===== src/rtl/l2tc_pkg.sv =====
package l2tc_pkg;
   localparam int CFG_W = 7;

   typedef enum logic [1:0] {
      MODE_OFF    = 2'b00,
      MODE_NORMAL = 2'b01,
      MODE_INVAL  = 2'b10,
      MODE_FORCED = 2'b11
   } l2tc_mode_e;

   typedef struct packed {
      logic [1:0] size;
      logic [1:0] sram_type;
      logic       na_off;
      logic       force_miss;
      logic       fill_en;
   } l2tc_cfg_t;
endpackage


===== src/rtl/l2tc_cfg_reg.sv =====
module l2tc_cfg_reg
   import l2tc_pkg::*;
(
   input  logic             clk,
   input  logic             rst_n,
   input  logic [1:0]       strap_pins,
   input  logic             cfg_we,
   input  logic [CFG_W-1:0] cfg_wdata,
   output l2tc_cfg_t        cfg
);
   always_ff @(posedge clk) begin
      if (!rst_n) begin
         cfg           <= '0;
         cfg.sram_type <= ~strap_pins;
      end else if (cfg_we) begin
         cfg <= l2tc_cfg_t'(cfg_wdata);
      end
   end

   p_cfg_write_r2: assert property (@(posedge clk) disable iff (!rst_n)
      cfg_we |=> (cfg == l2tc_cfg_t'($past(cfg_wdata))));
endmodule


===== src/rtl/l2tc_tag_store.sv =====
module l2tc_tag_store #(
   parameter int TAGW = 6,
   parameter int IDXW = 4
) (
   input  logic            clk,
   input  logic            rst_n,
   input  logic [IDXW-1:0] rd_idx,
   output logic            rd_valid,
   output logic            rd_mod,
   output logic [TAGW-1:0] rd_tag,
   input  logic            upd_en,
   input  logic [IDXW-1:0] upd_idx,
   input  logic            upd_valid,
   input  logic            upd_mod,
   input  logic            upd_tag_we,
   input  logic [TAGW-1:0] upd_tag
);
   localparam int DEPTH = 1 << IDXW;

   logic [DEPTH-1:0] valid_q;
   logic [DEPTH-1:0] mod_q;
   logic [TAGW-1:0]  tag_q [DEPTH];

   for (genvar e = 0; e < DEPTH; e++) begin : g_entry
      logic sel;
      assign sel = upd_en && (upd_idx == IDXW'(e));
      always_ff @(posedge clk) begin
         if (!rst_n) begin
            valid_q[e] <= 1'b0;
            mod_q[e]   <= 1'b0;
            tag_q[e]   <= '0;
         end else if (sel) begin
            valid_q[e] <= upd_valid;
            mod_q[e]   <= upd_mod;
            if (upd_tag_we) tag_q[e] <= upd_tag;
         end
      end
   end

   assign rd_valid = valid_q[rd_idx];
   assign rd_mod   = mod_q[rd_idx];
   assign rd_tag   = tag_q[rd_idx];

   p_upd_valid_r6: assert property (@(posedge clk) disable iff (!rst_n)
      upd_en |=> (valid_q[$past(upd_idx)] == $past(upd_valid)));
   p_mod_needs_valid_r8: assert property (@(posedge clk) disable iff (!rst_n)
      upd_en |=> !(mod_q[$past(upd_idx)] && !valid_q[$past(upd_idx)]));
endmodule


===== src/rtl/l2tc_lookup.sv =====
module l2tc_lookup
   import l2tc_pkg::*;
#(
   parameter int TAGW = 6
) (
   input  l2tc_cfg_t       cfg,
   input  logic            is_write,
   input  logic            cacheable,
   input  logic [TAGW-1:0] addr_tag,
   input  logic            e_valid,
   input  logic            e_mod,
   input  logic [TAGW-1:0] e_tag,
   output logic            hit_c,
   output logic            upd_c,
   output logic            upd_valid,
   output logic            upd_mod,
   output logic            upd_tag_we,
   output logic            wb_c
);
   l2tc_mode_e mode;
   logic       present;
   logic       match;

   assign mode    = l2tc_mode_e'({cfg.force_miss, cfg.fill_en});
   assign present = (cfg.size != 2'b00);
   assign match   = e_valid && (e_tag == addr_tag);

   always_comb begin
      hit_c      = 1'b0;
      upd_c      = 1'b0;
      upd_valid  = e_valid;
      upd_mod    = e_mod;
      upd_tag_we = 1'b0;
      wb_c       = 1'b0;
      if (present) begin
         unique case (mode)
            MODE_NORMAL: begin
               hit_c = match;
               if (is_write && match) begin
                  upd_c   = 1'b1;
                  upd_mod = 1'b1;
               end else if (!is_write && !match && cacheable) begin
                  upd_c      = 1'b1;
                  upd_valid  = 1'b1;
                  upd_mod    = 1'b0;
                  upd_tag_we = 1'b1;
                  wb_c       = e_valid && e_mod;
               end
            end
            MODE_INVAL: begin
               if (!is_write) begin
                  upd_c     = 1'b1;
                  upd_valid = 1'b0;
                  upd_mod   = 1'b0;
               end
            end
            MODE_FORCED: begin
               if (!is_write && e_valid && e_mod) begin
                  upd_c   = 1'b1;
                  upd_mod = 1'b0;
                  wb_c    = 1'b1;
               end
            end
            default: ;
         endcase
      end
   end
endmodule


===== src/rtl/l2_tag_ctrl.sv =====
module l2_tag_ctrl
   import l2tc_pkg::*;
#(
   parameter int TAGW = 6,
   parameter int IDXW = 4
) (
   input  logic                 clk,
   input  logic                 rst_n,
   input  logic [1:0]           strap_pins,
   input  logic                 cfg_we,
   input  logic [CFG_W-1:0]     cfg_wdata,
   output logic [CFG_W-1:0]     cfg_q,
   input  logic                 cyc_start,
   input  logic                 cyc_write,
   input  logic                 cyc_cacheable,
   input  logic [TAGW+IDXW-1:0] cyc_addr,
   output logic                 rsp_vld,
   output logic                 hit_o,
   output logic                 ken_o,
   output logic                 na_o,
   output logic                 wb_req,
   output logic [TAGW-1:0]      wb_tag,
   output logic [IDXW-1:0]      wb_idx
);
   localparam int AW = TAGW + IDXW;

   if (TAGW < 1 || TAGW > 32) begin : g_bad_tagw
      $error("l2_tag_ctrl: TAGW out of range");
   end
   if (IDXW < 1 || IDXW > 10) begin : g_bad_idxw
      $error("l2_tag_ctrl: IDXW out of range");
   end

   l2tc_cfg_t       cfg;
   logic [IDXW-1:0] a_idx;
   logic [TAGW-1:0] a_tag;
   logic            e_valid, e_mod;
   logic [TAGW-1:0] e_tag;
   logic            hit_c, upd_c, upd_valid, upd_mod, upd_tag_we, wb_c;
   logic            na_ok_type;

   assign a_idx = cyc_addr[IDXW-1:0];
   assign a_tag = cyc_addr[AW-1:IDXW];
   assign cfg_q = cfg;

   l2tc_cfg_reg u_cfg (
      .clk(clk), .rst_n(rst_n), .strap_pins(strap_pins),
      .cfg_we(cfg_we), .cfg_wdata(cfg_wdata), .cfg(cfg)
   );

   l2tc_tag_store #(.TAGW(TAGW), .IDXW(IDXW)) u_store (
      .clk(clk), .rst_n(rst_n), .rd_idx(a_idx),
      .rd_valid(e_valid), .rd_mod(e_mod), .rd_tag(e_tag),
      .upd_en(cyc_start && upd_c), .upd_idx(a_idx),
      .upd_valid(upd_valid), .upd_mod(upd_mod),
      .upd_tag_we(upd_tag_we), .upd_tag(a_tag)
   );

   l2tc_lookup #(.TAGW(TAGW)) u_look (
      .cfg(cfg), .is_write(cyc_write), .cacheable(cyc_cacheable),
      .addr_tag(a_tag), .e_valid(e_valid), .e_mod(e_mod), .e_tag(e_tag),
      .hit_c(hit_c), .upd_c(upd_c), .upd_valid(upd_valid),
      .upd_mod(upd_mod), .upd_tag_we(upd_tag_we), .wb_c(wb_c)
   );

   assign na_ok_type = (cfg.sram_type == 2'b00) || (cfg.sram_type == 2'b11);

   always_ff @(posedge clk) begin
      if (!rst_n) begin
         rsp_vld <= 1'b0;
         hit_o   <= 1'b0;
         ken_o   <= 1'b0;
         na_o    <= 1'b0;
         wb_req  <= 1'b0;
         wb_tag  <= '0;
         wb_idx  <= '0;
      end else begin
         rsp_vld <= cyc_start;
         hit_o   <= cyc_start && hit_c;
         ken_o   <= cyc_start && cfg.fill_en && cyc_cacheable;
         na_o    <= cyc_start && !cfg.na_off && (cfg.size != 2'b00) && na_ok_type;
         wb_req  <= cyc_start && wb_c;
         if (cyc_start && wb_c) begin
            wb_tag <= e_tag;
            wb_idx <= a_idx;
         end
      end
   end

   p_ken_gate_r4: assert property (@(posedge clk) disable iff (!rst_n)
      (cyc_start && !cfg.fill_en) |=> !ken_o);
   p_na_off_r3: assert property (@(posedge clk) disable iff (!rst_n)
      (cyc_start && cfg.na_off) |=> !na_o);
   p_forced_nohit_r11: assert property (@(posedge clk) disable iff (!rst_n)
      (cyc_start && cfg.force_miss) |=> !hit_o);
   p_nosize_nohit_r12: assert property (@(posedge clk) disable iff (!rst_n)
      (cyc_start && cfg.size == 2'b00) |=> !hit_o);
   p_wb_needs_mod_r7: assert property (@(posedge clk) disable iff (!rst_n)
      (cyc_start && !(e_valid && e_mod)) |=> !wb_req);
   p_hit_in_rsp_r5: assert property (@(posedge clk) disable iff (!rst_n)
      hit_o |-> rsp_vld);
endmodule


===== config.mk =====
export PLATFORM = sky130hd
export DESIGN_NAME = l2_tag_ctrl
export DESIGN_NICKNAME = d
export VERILOG_FILES = /design/src/rtl/l2tc_pkg.sv /design/src/rtl/l2tc_cfg_reg.sv /design/src/rtl/l2tc_tag_store.sv /design/src/rtl/l2tc_lookup.sv /design/src/rtl/l2_tag_ctrl.sv
export SDC_FILE = /design/constraint.sdc
export NUM_CORES = 1
export LEC_CHECK = 0
export CAP_MARGIN = 20
export CORE_MARGIN = 8
export CORE_UTILIZATION = 50
export DETAILED_ROUTE_END_ITERATION = 10
export HOLD_SLACK_MARGIN = 0.15
export MAX_ROUTING_LAYER = met4
export PLACE_DENSITY = 0.65
export SLEW_MARGIN = 20
export SYNTH_ARGS = -nofsm -noshare
export SYNTH_HDL_FRONTEND = slang
export SYNTH_SLANG_ARGS = --single-unit

===== constraint.sdc =====
create_clock -name clk -period 6.49 [get_ports clk]
set_clock_uncertainty 0.05 [all_clocks]
set_input_delay 0.649 -clock clk [delete_from_list [all_inputs] [get_ports clk]]
set_output_delay 0.649 -clock clk [all_outputs]
set_load 0.01 [all_outputs]

==> results.yml, run 1 <==
placed_design:
  dp_hpwl_mm: 13.1
  globalplace.congestion: 0.874
  place_area_sq_um: 8010
  place.port_buffers: 46
  place_ws_ps: 1280
sta:
  finalSetupViolCount: 0
  max_freq_mhz: 209
  worst_pin_slew_ps: 975
  holdWs_ps: 408
  slew_headroom_pct: 34.8
  hold_viol: 0
  fin_ws_ps: 1700
  rsz0062_at_grt: "false"
  drv_slew: 0
  finalSetupTns_ps: 0
  fin_crit_sh_pct: 73.8
  finalCriticalPeriod_ps: 4790
clock_network:
  cts.path.max_buffers: 2
  cts_tree: "yes"
  numCtsBuffers: 17
  cts_setup_buffers: 0
  ctsHoldBuffers: 0
  cts.reportedPaths.clkPinSlew_ps: 60
  post_cts_resized: 0
  clock-sinks: 150
  cts_root_buf: "clkbuf_16"
  insertion_delay_ps: 430
  cts_max_level: 4
logic_synthesis:
  synth_common_cells: "108 x nor2_1, 98 x edfxtp_1, 62 x mux2i_1"
  postSynthAreaPerCell_sq_um: 11.9
  synth_top_area_share_pct: 39.0
  synth_edf_count: 98
  yosysWarningCount: 0
  ys_ff_latch: 150
  synth_most_common_cell: "nor2_1"
  synth_largest_area_cell: "edfxtp_1"
  ys_top_cells_by_area: "edfxtp_1 39%, dfxtp_1 14%, mux2i_1 8.2%"
  synth_cells: 637
  async_flop_share_pct: 0
  syn_area_sq_um: 7550
  syn_nets: 666
  yosysSeqAreaShare_pct: 52.8
  synth_cell_types: 54
  ys_dominant_reg_cell: "edfxtp_1"
die:
  initial_core_util_pct: 50.4
  row_count: 45
  dieArea_sq_um: 19300
  core_sq_um: 15000
  chipHeight_microns: 139
  die_w_microns: 139
  pin_count: 47
worst_hold_path:
  hold_path_class: "reg -> reg"
worst_setup_path:
  cp_num_buf_inv: 3
  crit_chain: "clkdlybuf4s50_1 -> buf_4 -> mux4_2 -> nor3_1 -> a211oi_1 -> xor2_1 -> a21oi_2 -> a21oi_4 -> buf_4 -> o2111a_1 -> mux2i_1"
  cp.arrival_ps: 5090
  end_kind: "register"
  worstPathRequired_ps: 6790
  crit_top_cell: "buf_4"
  slowest_stage: "clkdlybuf4s50_1"
  critPathTopFamily: "buffers and inverters"
  crit_path_max_incr_delay_ps: 970
  path_max_fanout: 32
  cp-start-kind: "input port"
  path_class: "in -> reg"
drt:
  met3WireLength_mm: 1.29
  drt_iter0_markers: 617
  drc: 0
  routed_wirelength_mm: 18.9
  highest_layer: "met4"
  num_vias: 5173
  route.met2.wl_mm: 9.22
  vias_per_cell: 5.99
  wl_met1_mm: 8.13
  wl_per_cell_microns: 21.9
  firstDrtPassIters: 5
  detail-route-antenna-nets: 0
cells_and_area:
  nNetsFinal: 692
  layout-drive-gt1-share_pct: 14.9
  num_antenna_cells: 0
  syn_to_final_growth_pct: 13.8
  final.fill_count: 1254
  finalInstanceArea_sq_um: 8600
power_and_ir_drop:
  p_leak_uw: 0.00313
  power_density_nw_per_um2: 258
  ir_worst_vdd_v: 0.000202
  total_power_uw: 2220
grt:
  grt.overflow.total: 0
  grt_max_degree: 89
  grt_pass1_vias: 5003
  antenna_found_initial: 0
  grt_pass1_wl_mm: 29.6
  track_usage_pct: 20.6
run_status:
  outcome: "finished clean"
flow_run:
  maxCapViolations: 0
-- layer usage --
layer  GRT usage (%)  up-vias
li1                -     2384
met1            26.7     2556
met2            32.0      202
met3            3.86       31
met4            6.93        0
met5               -        -
-- power by group --
group	switching, uW	leakage [uW]	total (uW)	internal (uW)
clock	390	0.000283	993	603
combinational	108	0.00142	175	66.8
sequential	9.24	0.00143	1050	1040
-- cell families after synthesis --
group	share of synthesized area [%]
AOI/OAI and AO/OA	9.13
and+or+nand+nor	14.8
xor gates and xnor gates	0.812
buffers and inverters	4.61
muxes	17.2
adders and majority gates	0.663
DFF	52.8
-- final timing paths --
kind | slack [ps] | start | cells past startpoint | end
setup / recovery | 1700 | cyc_addr[0] | 11 | wb_idx[3]$_SDFFE_PN0P_
hold / removal | 410 | wb_idx[0]$_SDFFE_PN0P_ | 2 | wb_idx[0]$_SDFFE_PN0P_
setup reg to reg | 2550 | u_store.tag_q[10][0]$_SDFFCE_PN0P_ | 9 | wb_idx[3]$_SDFFE_PN0P_
hold reg to reg | 410 | wb_idx[0]$_SDFFE_PN0P_ | 2 | wb_idx[0]$_SDFFE_PN0P_
-- cell type report --
class | instances | area [sq um] | area share (%)
Sequential cell | 150 | 3980 | 46.3
Multi-Input combinational cell | 428 | 3220 | 37.5
Tap cell | 188 | 235 | 2.74
Clock buffer | 19 | 433 | 5.04
Timing Repair Buffer | 58 | 536 | 6.23
Clock inverter | 13 | 155 | 1.80
Inverter | 8 | 30.0 | 0.349
-- cell usage in the layout, fill, tap and decap left out, drive strengths merged, types with 2 or more instances in the layout --
cell type / instances
mux2i: 62
xor2: 4
mux4: 24
or3: 2
nand2b: 4
clkinv: 5
clkinvlp: 3
inv: 10
a21oi: 4
a22o: 6
and3: 9
clkbuf: 19
nor2b: 14
dfxtp: 52
edfxtp: 98
nand4: 25
mux2: 12
o211ai: 20
nor3: 6
o22ai: 4
o21ai: 26
ha: 4
nand3: 12
and2: 6
bufinv: 3
clkdlybuf4s50: 43
buf: 15
nand2: 57
nor2: 108
xnor2: 3
-- worst reg2reg max path, delay by kind of cell (launching register included) --
family                    cells  cell delay (ps)
muxes                         3             1110
AOI/OAI and AO/OA             3             1530
buffers and inverters         1              540
xor gates and xnor gates      1              170
and+or+nand+nor               1               80
DFF                           1              390
-- sequential cells by signal, summed over array words and instances (netlist names), 4 cells and up --
name,count
u_store.tag_q,96
u_store.mod_q,16
u_store.valid_q,16
u_cfg.cfg,7
wb_tag,6
wb_idx,4
-- per-stage QoR --
step,utilization (%),cells
floorplan,-,637
global placement,53.5,832
detailed placement,53.5,832
CTS,57.4,864
global route,57.4,864
finish,57.4,864
No activity file was read; power rests on OpenSTA's default activity.
==> run 2, diff against run 1 <==
clock period = 4.6 ns   (was 6.49 ns; I/O delays follow)
==> results.yml, run 2 (synthesis gave the netlist of run 1 again) <==
die:
  initial_core_util_pct: 50.4
  core_sq_um: 15000
  pin_count: 47
  chipHeight_microns: 139
  row_count: 45
  die_w_microns: 139
  dieArea_sq_um: 19300
worst_hold_path:
  whs_path_depth: 2
  min_from: "wb_tag[5]$_SDFFE_PN0P_"
  hold_path_class: "reg -> reg"
  hold_path_end: "wb_tag[5]$_SDFFE_PN0P_"
drt:
  wl_per_cell_microns: 21.8
  detail-route-antenna-nets: 0
  vias_per_cell: 5.88
  num_vias: 5221
  drc: 0
  drt_iter0_markers: 488
  firstDrtPassIters: 5
  routed_wirelength_mm: 19.4
cells_and_area:
  regMostFlops: "u_store.tag_q"
  multi_input_area_sq_um: 3220
  reg_top3: "u_store.tag_q x96, u_store.mod_q x16, u_store.valid_q x16"
  nNetsFinal: 716
  final-seq-area_sq_um: 3980
  post-route-util_pct: 58.7
  layout-drive-gt1-share_pct: 17.4
  syn_to_final_growth_pct: 16.5
  largest_reg_flops: 96
  final_common_cell: "nor2_1"
  most-common-layout-cells: "108 x nor2_1, 98 x edfxtp_1, 62 x mux2i_1"
  num_antenna_cells: 0
  final.fill_count: 1228
power_and_ir_drop:
  power_frac_seq_pct: 47.3
  p_leak_uw: 0.00325
  power_density_nw_per_um2: 356
  pwr-share-comb_pct: 8.5
  intPower_uw: 2420
  clockPowerShare_pct: 44.2
  ir_worst_vdd_v: 0.000240
  switchingPower_uw: 711
  swShare_pct: 22.7
  total_power_uw: 3130
sta:
  fin_ws_ps: 884
  rsz0062_at_grt: "false"
  hold_viol: 0
  slew_headroom_pct: 51.2
  finalSetupViolCount: 0
  drv_slew: 0
  finalCriticalPeriod_ps: 3720
  max_freq_mhz: 269
  worst_pin_slew_ps: 732
  finalSetupTns_ps: 0
  fin_crit_sh_pct: 80.8
worst_setup_path:
  crit_path_max_incr_delay_ps: 670
  path_class: "in -> reg"
  r2r_slack_ps: 1130
  path_max_fanout: 25
  crit_top_cell: "buf_4"
  ff2ff_path_depth: 9
  reg2reg_to: "u_store.valid_q[4]$_SDFFE_PN0N_"
  end_kind: "register"
  worstPathRequired_ps: 4850
  cp_num_buf_inv: 3
  cp-start-kind: "input port"
  slowest_stage: "a2111oi_0"
  crit_chain: "buf_2 -> buf_4 -> nand2_1 -> o22ai_1 -> o21ai_0 -> a2111oi_0 -> o211a_2 -> a41o_1 -> buf_4 -> o211ai_2 -> mux2i_1"
  r2r_start: "u_store.tag_q[15][2]$_SDFFCE_PN0P_"
  cp.arrival_ps: 3970
  critPathTopFamily: "compound AO/OA/AOI/OAI gates"
placed_design:
  globalplace.congestion: 0.909
  place.port_buffers: 46
  dp_hpwl_mm: 13.7
  place_ws_ps: 500
clock_network:
  insertion_delay_ps: 420
  post_cts_resized: 0
  cts_max_level: 4
  ctsHoldBuffers: 0
  cts_setup_buffers: 0
  cts.path.max_buffers: 2
  cts_root_buf: "clkbuf_16"
  clock-sinks: 150
  cts.reportedPaths.clkPinSlew_ps: 60
  numCtsBuffers: 17
  cts_tree: "yes"
grt:
  grt.overflow.total: 0
  grt_pass1_wl_mm: 29.7
  antenna_found_initial: 0
  grt_pass1_vias: 5100
  grt_max_degree: 66
  track_usage_pct: 20.8
run_status:
  outcome: "finished clean"
flow_run:
  maxCapViolations: 0
[run 2: how the worst max path moves through the flow]
stage	from	endpoint	depth (start not counted)
global route	cyc_addr[1]	u_store.mod_q[4]$_SDFFE_PN0N_	10
finish	cyc_addr[3]	u_store.valid_q[4]$_SDFFE_PN0N_	11
floorplan	cyc_addr[1]	u_store.tag_q[10][0]$_SDFFCE_PN0P_	12
global placement	cyc_addr[3]	u_store.valid_q[6]$_SDFFE_PN0N_	11
CTS	cyc_addr[1]	u_store.valid_q[4]$_SDFFE_PN0N_	10
detailed placement	cyc_addr[3]	u_store.valid_q[4]$_SDFFE_PN0N_	11
[run 2: worst register-to-register path, stage by stage, from the launching register on]
cell	delay, ps
edfxtp_1	370
mux2_1	310
o22ai_1	370
o21ai_0	180
a2111oi_0	670
o211a_2	340
a41o_1	350
buf_4	410
o211ai_2	170
mux2i_1	150
[run 2: power by group through the flow]
stage | logic, uW | registers, uW | clock network [uW]
after floorplan | 166 | 1500 | 0
after global placement | 261 | 1510 | 0
after detailed placement | 263 | 1510 | 0
after CTS | 265 | 1480 | 1400
after global routing | 283 | 1480 | 1460
final | 266 | 1480 | 1390
[run 2: per-stage QoR]
step | std cells | cell area, sq um | hold WS, ps
after CTS | 888 | 8800 | 409
after detailed placement | 856 | 8210 | 401
after global routing | 888 | 8800 | 430
final | 888 | 8800 | 407
after global placement | 856 | 8210 | 394
after floorplan | 637 | 7550 | 385
[run 2: cell type report]
class | instances | share of cell area (%)
sequential | 150 | 45.3
multi-input combinational | 428 | 36.6
timing repair buffer | 82 | 8.42
clock buffer | 18 | 4.88
tap | 188 | 2.67
clock inverter | 14 | 1.79
inverter | 8 | 0.341
[run 2: layer usage]
metal | wire length, microns | vias to the layer above | track usage (%)
met3 | 1230 | 25 | 4.85
met2 | 9540 | 186 | 33.5
met5 | 0 | - | -
met1 | 8150 | 2590 | 25.4
met4 | 447 | 0 | 7.34
li1 | - | 2420 | -
==> run 3, diff against run 2 <==
clock period = 3.85 ns   (was 4.6 ns; I/O delays follow)
==> results.yml, run 3 (synthesis gave the netlist of run 1 again) <==
sta:
  finalSetupViolCount: 0
  max_freq_mhz: 269
  worst_pin_slew_ps: 905
  fin_ws_ps: 131
  finalSetupTns_ps: 0
  finalCriticalPeriod_ps: 3720
  rsz0062_at_grt: "true"
  fin_crit_sh_pct: 96.6
  slew_headroom_pct: 39.2
  hold_viol: 0
  drv_slew: 0
clock_network:
  numCtsBuffers: 17
  clock-sinks: 150
  insertion_delay_ps: 430
  cts.reportedPaths.clkPinSlew_ps: 60
  ctsHoldBuffers: 0
  cts_max_level: 4
  cts.path.max_buffers: 2
  cts_tree: "yes"
  cts_root_buf: "clkbuf_16"
  cts_setup_buffers: 0
  post_cts_resized: 0
cells_and_area:
  most-common-layout-cells: "108 x nor2_1, 98 x edfxtp_1, 62 x mux2i_1"
  post-route-util_pct: 59.8
  largest_reg_flops: 96
  num_antenna_cells: 0
  reg_top3: "u_store.tag_q x96, u_store.mod_q x16, u_store.valid_q x16"
  final-seq-area_sq_um: 3980
  final.fill_count: 1214
  layout.cells.non_filler: 897
  multi_input_area_sq_um: 3250
  regMostFlops: "u_store.tag_q"
  final_common_cell: "nor2_1"
  nNetsFinal: 725
  syn_to_final_growth_pct: 18.5
  layout-drive-gt1-share_pct: 19.9
die:
  dieArea_sq_um: 19300
  chipHeight_microns: 139
  pin_count: 47
  initial_core_util_pct: 50.4
  core_sq_um: 15000
  row_count: 45
  die_w_microns: 139
grt:
  grt_pass1_wl_mm: 30.8
  antenna_found_initial: 0
  track_usage_pct: 21.3
  grt_max_degree: 54
  grt.overflow.total: 0
  grt_pass1_vias: 5323
  grt_use_met3_pct: 4.23
  grt-busiest-layer: "met2"
  grtUsageMet2_pct: 34.1
  gr-usage-met1_pct: 26.7
power_and_ir_drop:
  p_leak_uw: 0.00334
  ir_worst_vdd_v: 0.000318
  power_density_nw_per_um2: 416
placed_design:
  dp_cells: 865
  place.port_buffers: 46
  place_ws_ps: -366
  globalplace.congestion: 0.921
  dp_hpwl_mm: 13.8
flow_run:
  maxCapViolations: 0
worst_setup_path:
  cp.arrival_ps: 3720
  path_class: "in -> reg"
  slowest_stage: "o21ai_1"
  end_kind: "register"
  cp-start-kind: "input port"
  crit_path_max_incr_delay_ps: 660
  worstPathRequired_ps: 3850
  crit_top_cell: "buf_4"
  path_max_fanout: 16
  crit_chain: "clkdlybuf4s50_1 -> buf_4 -> buf_4 -> inv_2 -> mux2i_1 -> xnor2_1 -> nor4b_1 -> o211a_2 -> a21oi_4 -> buf_4 -> nand3_1 -> o21ai_1"
drt:
  firstDrtPassIters: 5
  routed_wirelength_mm: 19.5
  drt_iter0_markers: 566
  vias_per_cell: 5.92
  detail-route-antenna-nets: 0
  drc: 0
  wl_per_cell_microns: 21.7
  num_vias: 5307
run_status:
  outcome: "finished clean"
worst_hold_path:
  hold_path_class: "reg -> reg"
==> run 3: cell count changes in the layout (fill, tap and decap cells not counted) <==
cell / delta
o21ai_1: -9
o21ai_2: +9
buf_12: +5
buf_4: +4
clkinv_1: -4
clkbuf_1: +3
clkbuf_8: +3
clkinv_4: -3
bufinv_16: -2
inv_4: +2
clkbuf_16: +1
==> run 3: worst paths after layout <==
| path | start | end | slack, ps | cells after the start |
|---|---|---|---|---|
| setup reg to reg | u_store.tag_q[10][0]$_SDFFCE_PN0P_ | u_store.tag_q[6][0]$_SDFFCE_PN0P_ | 330 | 9 |
| hold / removal | wb_tag[3]$_SDFFE_PN0P_ | wb_tag[3]$_SDFFE_PN0P_ | 410 | 2 |
| hold reg to reg | wb_tag[3]$_SDFFE_PN0P_ | wb_tag[3]$_SDFFE_PN0P_ | 410 | 2 |
| setup / recovery | cyc_addr[0] | u_store.tag_q[6][0]$_SDFFCE_PN0P_ | 130 | 12 |
==> run 3: cell type report <==
class / instances / area share (%)
Sequential cell: 150 / 44.5
Clock inverter: 7 / 0.769
Multi-Input combinational cell: 428 / 36.4
Timing Repair Buffer: 91 / 9.73
Inverter: 8 / 0.336
Tap cell: 188 / 2.63
Clock buffer: 25 / 5.66
==> run 3: worst max-delay path, delay by kind of cell <==
| family | cells | cell delay, ps |
|---|---|---|
| compound gates | 3 | 1270 |
| xor+xnor | 1 | 170 |
| simple gates | 2 | 220 |
| buf+inv | 5 | 1170 |
| mux | 1 | 470 |
==> run 3: layer usage <==
layer	vias to the layer above	part of all wire, %
li1	2466	-
met1	2644	43
met2	172	50
met3	25	5.4
met4	0	1.6
met5	-	0
==> run 3: per-stage QoR <==
step	instance area [sq um]	hold WS (ps)	power, uW
after floorplan	7550	385	2000
after global placement	8340	394	2120
after detailed placement	8340	401	2130
after CTS	8920	414	3740
after global routing	8950	428	3830
final	8950	410	3720
==> run 3: report_power, final <==
group	switching [uW]	total, uW	internal (uW)
sequential	14.7	1770	1750
clock	642	1620	980
combinational	198	335	137
